## src/rtl/asram_pkg.sv

```systemverilog
package asram_pkg;

  typedef enum logic [1:0] {
    PH_IDLE    = 2'd0,
    PH_SETUP   = 2'd1,
    PH_ACTIVE  = 2'd2,
    PH_RECOVER = 2'd3
  } phase_e;

  function automatic int max4(input int a, input int b, input int c, input int d);
    int m;
    m = a;
    if (b > m) m = b;
    if (c > m) m = c;
    if (d > m) m = d;
    return m;
  endfunction

endpackage

```

## src/rtl/asram_phase_timer.sv

```systemverilog
module asram_phase_timer #(
  parameter int CNT_W = 4
) (
  input  logic             clk,
  input  logic             rst_n,
  input  logic             load,
  input  logic [CNT_W-1:0] load_val,
  output logic             done
);

  logic [CNT_W-1:0] cnt_q;

  always_ff @(posedge clk or negedge rst_n) begin
    if (!rst_n) begin
      cnt_q <= '0;
    end else if (load) begin
      cnt_q <= load_val;
    end else if (cnt_q != '0) begin
      cnt_q <= cnt_q - 1'b1;
    end
  end

  assign done = (cnt_q == '0);

endmodule

```

## src/rtl/asram_sequencer.sv

```systemverilog
module asram_sequencer
  import asram_pkg::*;
#(
  parameter int SETUP_CYC  = 1,
  parameter int ACCESS_CYC = 2,
  parameter int WPULSE_CYC = 2,
  parameter int RECOV_CYC  = 2
) (
  input  logic clk,
  input  logic rst_n,
  input  logic req_valid,
  input  logic req_write,
  output logic req_ready,
  output logic accept,
  output logic capture,
  output logic ce_n,
  output logic oe_n,
  output logic we_n,
  output logic dq_oe
);

  localparam int MAXC  = max4(SETUP_CYC, ACCESS_CYC, WPULSE_CYC, RECOV_CYC);
  localparam int CNT_W = $clog2(MAXC) + 1;
  localparam logic [CNT_W-1:0] SETUP_LEN = CNT_W'(SETUP_CYC - 1);
  localparam logic [CNT_W-1:0] RD_LEN    = CNT_W'(ACCESS_CYC - 1);
  localparam logic [CNT_W-1:0] WR_LEN    = CNT_W'(WPULSE_CYC - 1);
  localparam logic [CNT_W-1:0] REC_LEN   = CNT_W'(RECOV_CYC - 1);

  phase_e           state_q, state_d;
  logic             wr_q, wr_d;
  logic             tmr_load;
  logic [CNT_W-1:0] tmr_val;
  logic             tmr_done;

  asram_phase_timer #(.CNT_W(CNT_W)) u_timer (
    .clk      (clk),
    .rst_n    (rst_n),
    .load     (tmr_load),
    .load_val (tmr_val),
    .done     (tmr_done)
  );

  always_comb begin
    state_d  = state_q;
    wr_d     = wr_q;
    tmr_load = 1'b0;
    tmr_val  = '0;
    unique case (state_q)
      PH_IDLE: begin
        if (req_valid) begin
          state_d  = PH_SETUP;
          wr_d     = req_write;
          tmr_load = 1'b1;
          tmr_val  = SETUP_LEN;
        end
      end
      PH_SETUP: begin
        if (tmr_done) begin
          state_d  = PH_ACTIVE;
          tmr_load = 1'b1;
          tmr_val  = wr_q ? WR_LEN : RD_LEN;
        end
      end
      PH_ACTIVE: begin
        if (tmr_done) begin
          state_d  = PH_RECOVER;
          tmr_load = 1'b1;
          tmr_val  = REC_LEN;
        end
      end
      PH_RECOVER: begin
        if (tmr_done) state_d = PH_IDLE;
      end
      default: state_d = PH_IDLE;
    endcase
  end

  always_ff @(posedge clk or negedge rst_n) begin
    if (!rst_n) begin
      state_q <= PH_IDLE;
      wr_q    <= 1'b0;
      ce_n    <= 1'b1;
      oe_n    <= 1'b1;
      we_n    <= 1'b1;
      dq_oe   <= 1'b0;
    end else begin
      state_q <= state_d;
      wr_q    <= wr_d;
      ce_n    <= (state_d != PH_ACTIVE);
      oe_n    <= !((state_d == PH_ACTIVE) && !wr_d);
      we_n    <= !((state_d == PH_ACTIVE) && wr_d);
      dq_oe   <= wr_d && ((state_d == PH_SETUP) || (state_d == PH_ACTIVE) ||
                          ((state_d == PH_RECOVER) && (state_q == PH_ACTIVE)));
    end
  end

  assign req_ready = (state_q == PH_IDLE);
  assign accept    = req_valid && req_ready;
  assign capture   = (state_q == PH_ACTIVE) && tmr_done && !wr_q;

  assert_read_strobes_R5: assert property (@(posedge clk) disable iff (!rst_n)
    !oe_n |-> (!ce_n && we_n));
  assert_write_strobes_R7: assert property (@(posedge clk) disable iff (!rst_n)
    !we_n |-> (!ce_n && oe_n));
  assert_rise_together_R7: assert property (@(posedge clk) disable iff (!rst_n)
    $rose(we_n) |-> $rose(ce_n));
  assert_recover_gap_R10: assert property (@(posedge clk) disable iff (!rst_n)
    $rose(ce_n) |=> ce_n);
  assert_no_contention_R9: assert property (@(posedge clk) disable iff (!rst_n)
    dq_oe |-> oe_n);
  assert_ce_idle_R3: assert property (@(posedge clk) disable iff (!rst_n)
    req_ready |-> ce_n);
  assert_ready_drop_R2: assert property (@(posedge clk) disable iff (!rst_n)
    accept |=> !req_ready);

endmodule

```

## src/rtl/asram_datapath.sv

```systemverilog
module asram_datapath #(
  parameter int ADDR_W = 17,
  parameter int DATA_W = 8
) (
  input  logic              clk,
  input  logic              rst_n,
  input  logic              accept,
  input  logic              capture,
  input  logic              dq_oe,
  input  logic [ADDR_W-1:0] req_addr,
  input  logic [DATA_W-1:0] req_wdata,
  input  logic [DATA_W-1:0] sram_dq_in,
  output logic [ADDR_W-1:0] sram_addr,
  output logic [DATA_W-1:0] sram_dq_out,
  output logic              rsp_valid,
  output logic [DATA_W-1:0] rsp_rdata
);

  always_ff @(posedge clk or negedge rst_n) begin
    if (!rst_n) begin
      sram_addr   <= '0;
      sram_dq_out <= '0;
    end else if (accept) begin
      sram_addr   <= req_addr;
      sram_dq_out <= req_wdata;
    end
  end

  always_ff @(posedge clk or negedge rst_n) begin
    if (!rst_n) begin
      rsp_valid <= 1'b0;
      rsp_rdata <= '0;
    end else begin
      rsp_valid <= capture;
      if (capture) rsp_rdata <= sram_dq_in;
    end
  end

  assert_addr_hold_R4: assert property (@(posedge clk) disable iff (!rst_n)
    !$stable(sram_addr) |-> $past(accept));
  assert_rsp_pulse_R6: assert property (@(posedge clk) disable iff (!rst_n)
    rsp_valid |=> !rsp_valid);
  assert_wdata_stable_R8: assert property (@(posedge clk) disable iff (!rst_n)
    (dq_oe && $past(dq_oe)) |-> $stable(sram_dq_out));

endmodule

```

## src/rtl/asram_ctrl.sv

```systemverilog
module asram_ctrl #(
  parameter int ADDR_W     = 17,
  parameter int DATA_W     = 8,
  parameter int SETUP_CYC  = 1,
  parameter int ACCESS_CYC = 2,
  parameter int WPULSE_CYC = 2,
  parameter int RECOV_CYC  = 2
) (
  input  logic              clk,
  input  logic              rst_n,
  input  logic              req_valid,
  output logic              req_ready,
  input  logic              req_write,
  input  logic [ADDR_W-1:0] req_addr,
  input  logic [DATA_W-1:0] req_wdata,
  output logic              rsp_valid,
  output logic [DATA_W-1:0] rsp_rdata,
  output logic [ADDR_W-1:0] sram_addr,
  output logic              sram_ce_n,
  output logic              sram_oe_n,
  output logic              sram_we_n,
  output logic [DATA_W-1:0] sram_dq_out,
  output logic              sram_dq_oe,
  input  logic [DATA_W-1:0] sram_dq_in
);

  logic accept;
  logic capture;

  asram_sequencer #(
    .SETUP_CYC  (SETUP_CYC),
    .ACCESS_CYC (ACCESS_CYC),
    .WPULSE_CYC (WPULSE_CYC),
    .RECOV_CYC  (RECOV_CYC)
  ) u_seq (
    .clk       (clk),
    .rst_n     (rst_n),
    .req_valid (req_valid),
    .req_write (req_write),
    .req_ready (req_ready),
    .accept    (accept),
    .capture   (capture),
    .ce_n      (sram_ce_n),
    .oe_n      (sram_oe_n),
    .we_n      (sram_we_n),
    .dq_oe     (sram_dq_oe)
  );

  asram_datapath #(
    .ADDR_W (ADDR_W),
    .DATA_W (DATA_W)
  ) u_dp (
    .clk         (clk),
    .rst_n       (rst_n),
    .accept      (accept),
    .capture     (capture),
    .dq_oe       (sram_dq_oe),
    .req_addr    (req_addr),
    .req_wdata   (req_wdata),
    .sram_dq_in  (sram_dq_in),
    .sram_addr   (sram_addr),
    .sram_dq_out (sram_dq_out),
    .rsp_valid   (rsp_valid),
    .rsp_rdata   (rsp_rdata)
  );

  assert_ce_falls_after_setup_R4: assert property (@(posedge clk) disable iff (!rst_n)
    $fell(sram_ce_n) |-> $stable(sram_addr));

endmodule

```

## config.mk

```make
export PLATFORM = sky130hd
export DESIGN_NAME = asram_ctrl
export DESIGN_NICKNAME = d
export VERILOG_FILES = /design/src/rtl/asram_pkg.sv /design/src/rtl/asram_phase_timer.sv /design/src/rtl/asram_sequencer.sv /design/src/rtl/asram_datapath.sv /design/src/rtl/asram_ctrl.sv
export SDC_FILE = /design/constraint.sdc
export NUM_CORES = 1
export LEC_CHECK = 0
export BUFFER_PORTS_ARGS = -buffer_cell sky130_fd_sc_hd__buf_2
export CORE_UTILIZATION = 51
export CTS_CLUSTER_DIAMETER = 100
export CTS_CLUSTER_SIZE = 40
export DETAILED_ROUTE_END_ITERATION = 6
export PLACE_DENSITY = 0.89
export SYNTH_ARGS = -nofsm -noshare
export SYNTH_HDL_FRONTEND = slang
export SYNTH_HIERARCHICAL = 1
export SYNTH_SLANG_ARGS = --single-unit
export TNS_END_PERCENT = 50
```

## constraint.sdc

```tcl
create_clock -name clk -period 3.6 [get_ports clk]
set_clock_uncertainty 0.15 [all_clocks]
set_input_delay 0.36 -clock clk [delete_from_list [all_inputs] [get_ports clk]]
set_output_delay 0.36 -clock clk [all_outputs]
set_load 0.005 [all_outputs]
```

==> key figures <==
Global route
  • First-pass GRT wire length: 5620 µm
  • Initial antenna violation count: 0
  • Largest net degree at the start of global routing: 44
  • Vias in the first global route: 1,193
  • Remaining Overflow, GRT: 0
  • Total track usage: 0.188

Die
  • Area of the die: 3890 µm²
  • Num rows: 21
  • Core area: 3420 µm²
  • Die width: 62.4 µm
  • IO Count: 76
  • Initial core utilization: 0.544
  • Die height: 62.4 µm

Logic synthesis
  • Yosys Warn Count: 6
  • Largest family of logic cells by synthesized area: multiplexers
  • Post-Synth Adder-Cell Area: 0.0471
  • Syn nets: 168
  • Post-synthesis compound-gate area fraction: 0.0350
  • Gate Count Post-Synth: 124
  • Mux cell area share after synthesis: 0.248
  • Post-Synth XOR/XNOR Area: 0.00471
  • Register bit total from synthesis: 43
  • Unique cell type count in the Yosys netlist: 24
  • Synth Cell Area: 1860 µm²
  • Simple-Gate Fraction of Synth Area: 0.0343
  • Register area share after synthesis: 0.581
  • Avg Synthesized Cell Area: 15.0 µm²

Placement
  • Routability cong.: 0.850
  • DP HPWL: 2370 µm
  • Port Buffers: 75

Setup path
  • Worst Path Max Fanout: 28
  • CP cell instances: inv_1 -> ha_1 -> nand2_2 -> inv_2 -> o31ai_1 -> ha_1 -> a21oi_1
  • Crit path kind: reg2reg
  • Worst path most repeated cell: ha_1
  • Crit start category: flip-flop
  • R2R cell count: 7
  • Max incr delay on CP: 0.57 ns
  • Required @ worst endpoint: 3.72 ns
  • Critical Path AT: 2.46 ns
  • Critical-path top delay cell: inv_2
  • Crit end category: flip-flop

Route
  • # DRC: 0
  • Vias: 1,194
  • DR pass1 iterations: 4
  • Drt wl/cell: 13.1 µm
  • Post-route ant nets: 0
  • Vias/cell: 4.80
  • Final WL: 3250 µm
  • DRT iter0 DRCs: 51

Pwr
  • Worst vdd ir: 0.439 mV
  • Sw frac: 0.314
  • LEAKAGE: 1.21 nW
  • Gate power share: 0.442
  • Sw Pwr: 0.649 mW
  • Internal power: 1.42 mW
  • Total power: 2.07 mW
  • Seq pwr share: 0.407
  • Pwr dens: 889 nW/µm²
  • Clock group share of total power: 0.150

Cells and area
  • Antenna diode count: 0
  • Fill cells: 263
  • Layout Nets: 246
  • Layout cells sized above 1: 0.611
  • Area delta synth->final: 24.9%

Clocking
  • CTS Buffer Depth: 2
  • Hold Buf Count CTS: 0
  • Total CTS buffers: 5
  • Worst-path clk slew: 0.12 ns
  • Clock Tree Root: clkbuf_4
  • CTS tree: yes
  • Post-CTS Setup Inserts: 0
  • H-Tree Depth: 2
  • CTS resizes: 0
  • Clock latency at the later pin of the worst-skew pair: 0.34 ns
  • Clock sink total: 43

STA
  • Max-slew violations: 0
  • RSZ-0062 raised after global routing: false
  • Slew @ Worst Pin: 0.915 ns
  • Sum Neg Setup Slack: 0 ns
  • Final hold viol count: 27
  • Relative slew slack: 0.390
  • Final Setup Violations: 0
  • Fmax: 0.427 GHz
  • Final Cycle Share: 0.650
  • Period minus WS final: 2.34 ns
  • Hold Slack: -0.0148 ns

Outcome
  • Failing checks: negative hold slack
  • Status: finished with violations

Hold path
  • Worst Hold Class: in2async

Job
  • Max-cap violation count: 0
-- worst max-delay path, delay by kind of cell (launching register included) --
kind,cells,cell delay [ns]
AO/OA/AOI/OAI,2,0.30
AND/OR/NAND/NOR,1,0.10
buffers and inverters,2,0.68
adder cells (fa/ha/maj),2,0.60
flip-flops,1,0.44
-- cell families (layout without fill, tap and decap cells) --
family / count (synthesis) / after routing
adders and majority gates: 7 / 7
muxes: 34 / 34
xor gates and xnor gates: 1 / 1
and+or+nand+nor: 15 / 15
AOI/OAI and AO/OA: 10 / 10
buffers and inverters: 13 / 92
DFF: 43 / 43
other: 1 / 1
-- synth_stat cells --
cell | count | share of area
dfrtp_1 | 40 | 0.54
buf_2 | 1 | 0.0027
and2_1 | 1 | 0.0034
inv_1 | 7 | 0.014
mux2i_2 | 1 | 0.0074
nand2_2 | 1 | 0.0034
nor2_1 | 6 | 0.012
buf_12 | 2 | 0.022
conb_1 | 1 | 0.0020
a21oi_1 | 4 | 0.011
o21ai_0 | 2 | 0.0054
mux2_4 | 20 | 0.16
o31a_2 | 1 | 0.0054
nand2b_1 | 1 | 0.0034
a2bb2oi_1 | 1 | 0.0047
ha_1 | 7 | 0.047
inv_2 | 2 | 0.0040
nand2_1 | 6 | 0.012
o31ai_1 | 1 | 0.0040
buf_6 | 1 | 0.0061
xor2_1 | 1 | 0.0047
o31a_1 | 1 | 0.0047
mux2_2 | 13 | 0.079
dfstp_2 | 3 | 0.042
-- worst paths after layout --
kind	slack [ns]	endpoint	from
setup / recovery	1.26	u_seq/dq_oe$_DFF_PN0_	u_seq/state_q[0]$_DFF_PN0_
hold / removal	-0.01	u_dp/sram_addr[11]$_DFFE_PN0P_	rst_n
setup reg to reg	1.26	u_seq/dq_oe$_DFF_PN0_	u_seq/state_q[0]$_DFF_PN0_
hold reg to reg	0.36	u_dp/rsp_rdata[7]$_DFFE_PN0P_	u_dp/rsp_rdata[7]$_DFFE_PN0P_
max in group asynchronous	2.75	u_seq/dq_oe$_DFF_PN0_	rst_n
min in group clk	0.09	u_dp/rsp_rdata[7]$_DFFE_PN0P_	sram_dq_in[7]
-- power by group through the flow --
stage | clock network (mW) | registers [mW] | logic, mW
2_1_floorplan | 0 | 0.869 | 0.596
3_3_place_gp | 0 | 0.843 | 0.881
3_5_place_dp | 0 | 0.854 | 0.916
4_1_cts | 0.321 | 0.844 | 0.922
5_1_grt | 0.347 | 0.876 | 1.01
6_report | 0.311 | 0.841 | 0.913
-- sequential cells by signal (all words and copies together) (netlist names) --
register and count:
u_seq/dq_oe 1, u_seq/state_q 2, u_dp/rsp_valid 1, u_seq/ce_n 1, u_seq/we_n 1, u_seq/u_timer/cnt_q 2, u_seq/oe_n 1, u_seq/wr_q 1
u_dp/rsp_rdata 8, u_dp/sram_dq_out 8, u_dp/sram_addr 17
-- cells in the final DEF (no fill, tap or decap), drive strengths merged --
cell	count
buf	75
dfrtp	40
mux2	33
inv	9
ha	7
nand2	7
nor2	6
clkbuf	6
a21oi	4
dfstp	3
o21ai	2
o31a	2
bufinv	1
clkinv	1
a2bb2oi	1
o31ai	1
mux2i	1
xor2	1
and2	1
nand2b	1
conb	1
-- through the flow --
step / worst slack [ns] / instances / cell area (µm²) / hold WS [ns] / utilization
6_report: 1.26 / 249 / 2320 / -0.0148 / 0.680
3_5_place_dp: 1.27 / 241 / 2240 / 0.336 / 0.655
4_1_cts: 1.25 / 249 / 2320 / 0.00133 / 0.680
3_3_place_gp: 1.42 / 241 / 2240 / 0.337 / 0.655
5_1_grt: 1.10 / 249 / 2320 / 0.0437 / 0.680
2_1_floorplan: 1.85 / 124 / 1860 / -0.0856 / -
-- routing by layer --
metal  up-vias  global-route usage  routed length [µm]
met3         6              0.0602                 193
met1       569               0.244                1440
met5         -                   0                   0
met2        45               0.295                1570
li1        574                   -                   -
met4         0              0.0698                  47
-- cell type report --
class                      instances  area (µm²)  share of cell area
inverter                           9        33.8              0.0145
timing repair buffer              75         375               0.162
multi-input combinational         68         689               0.297
clock buffer                       6        51.3              0.0221
sequential                        43        1080               0.465
clock inverter                     2        35.0              0.0151
tap                               46        57.6              0.0248
(Power assumes the default switching activity.)
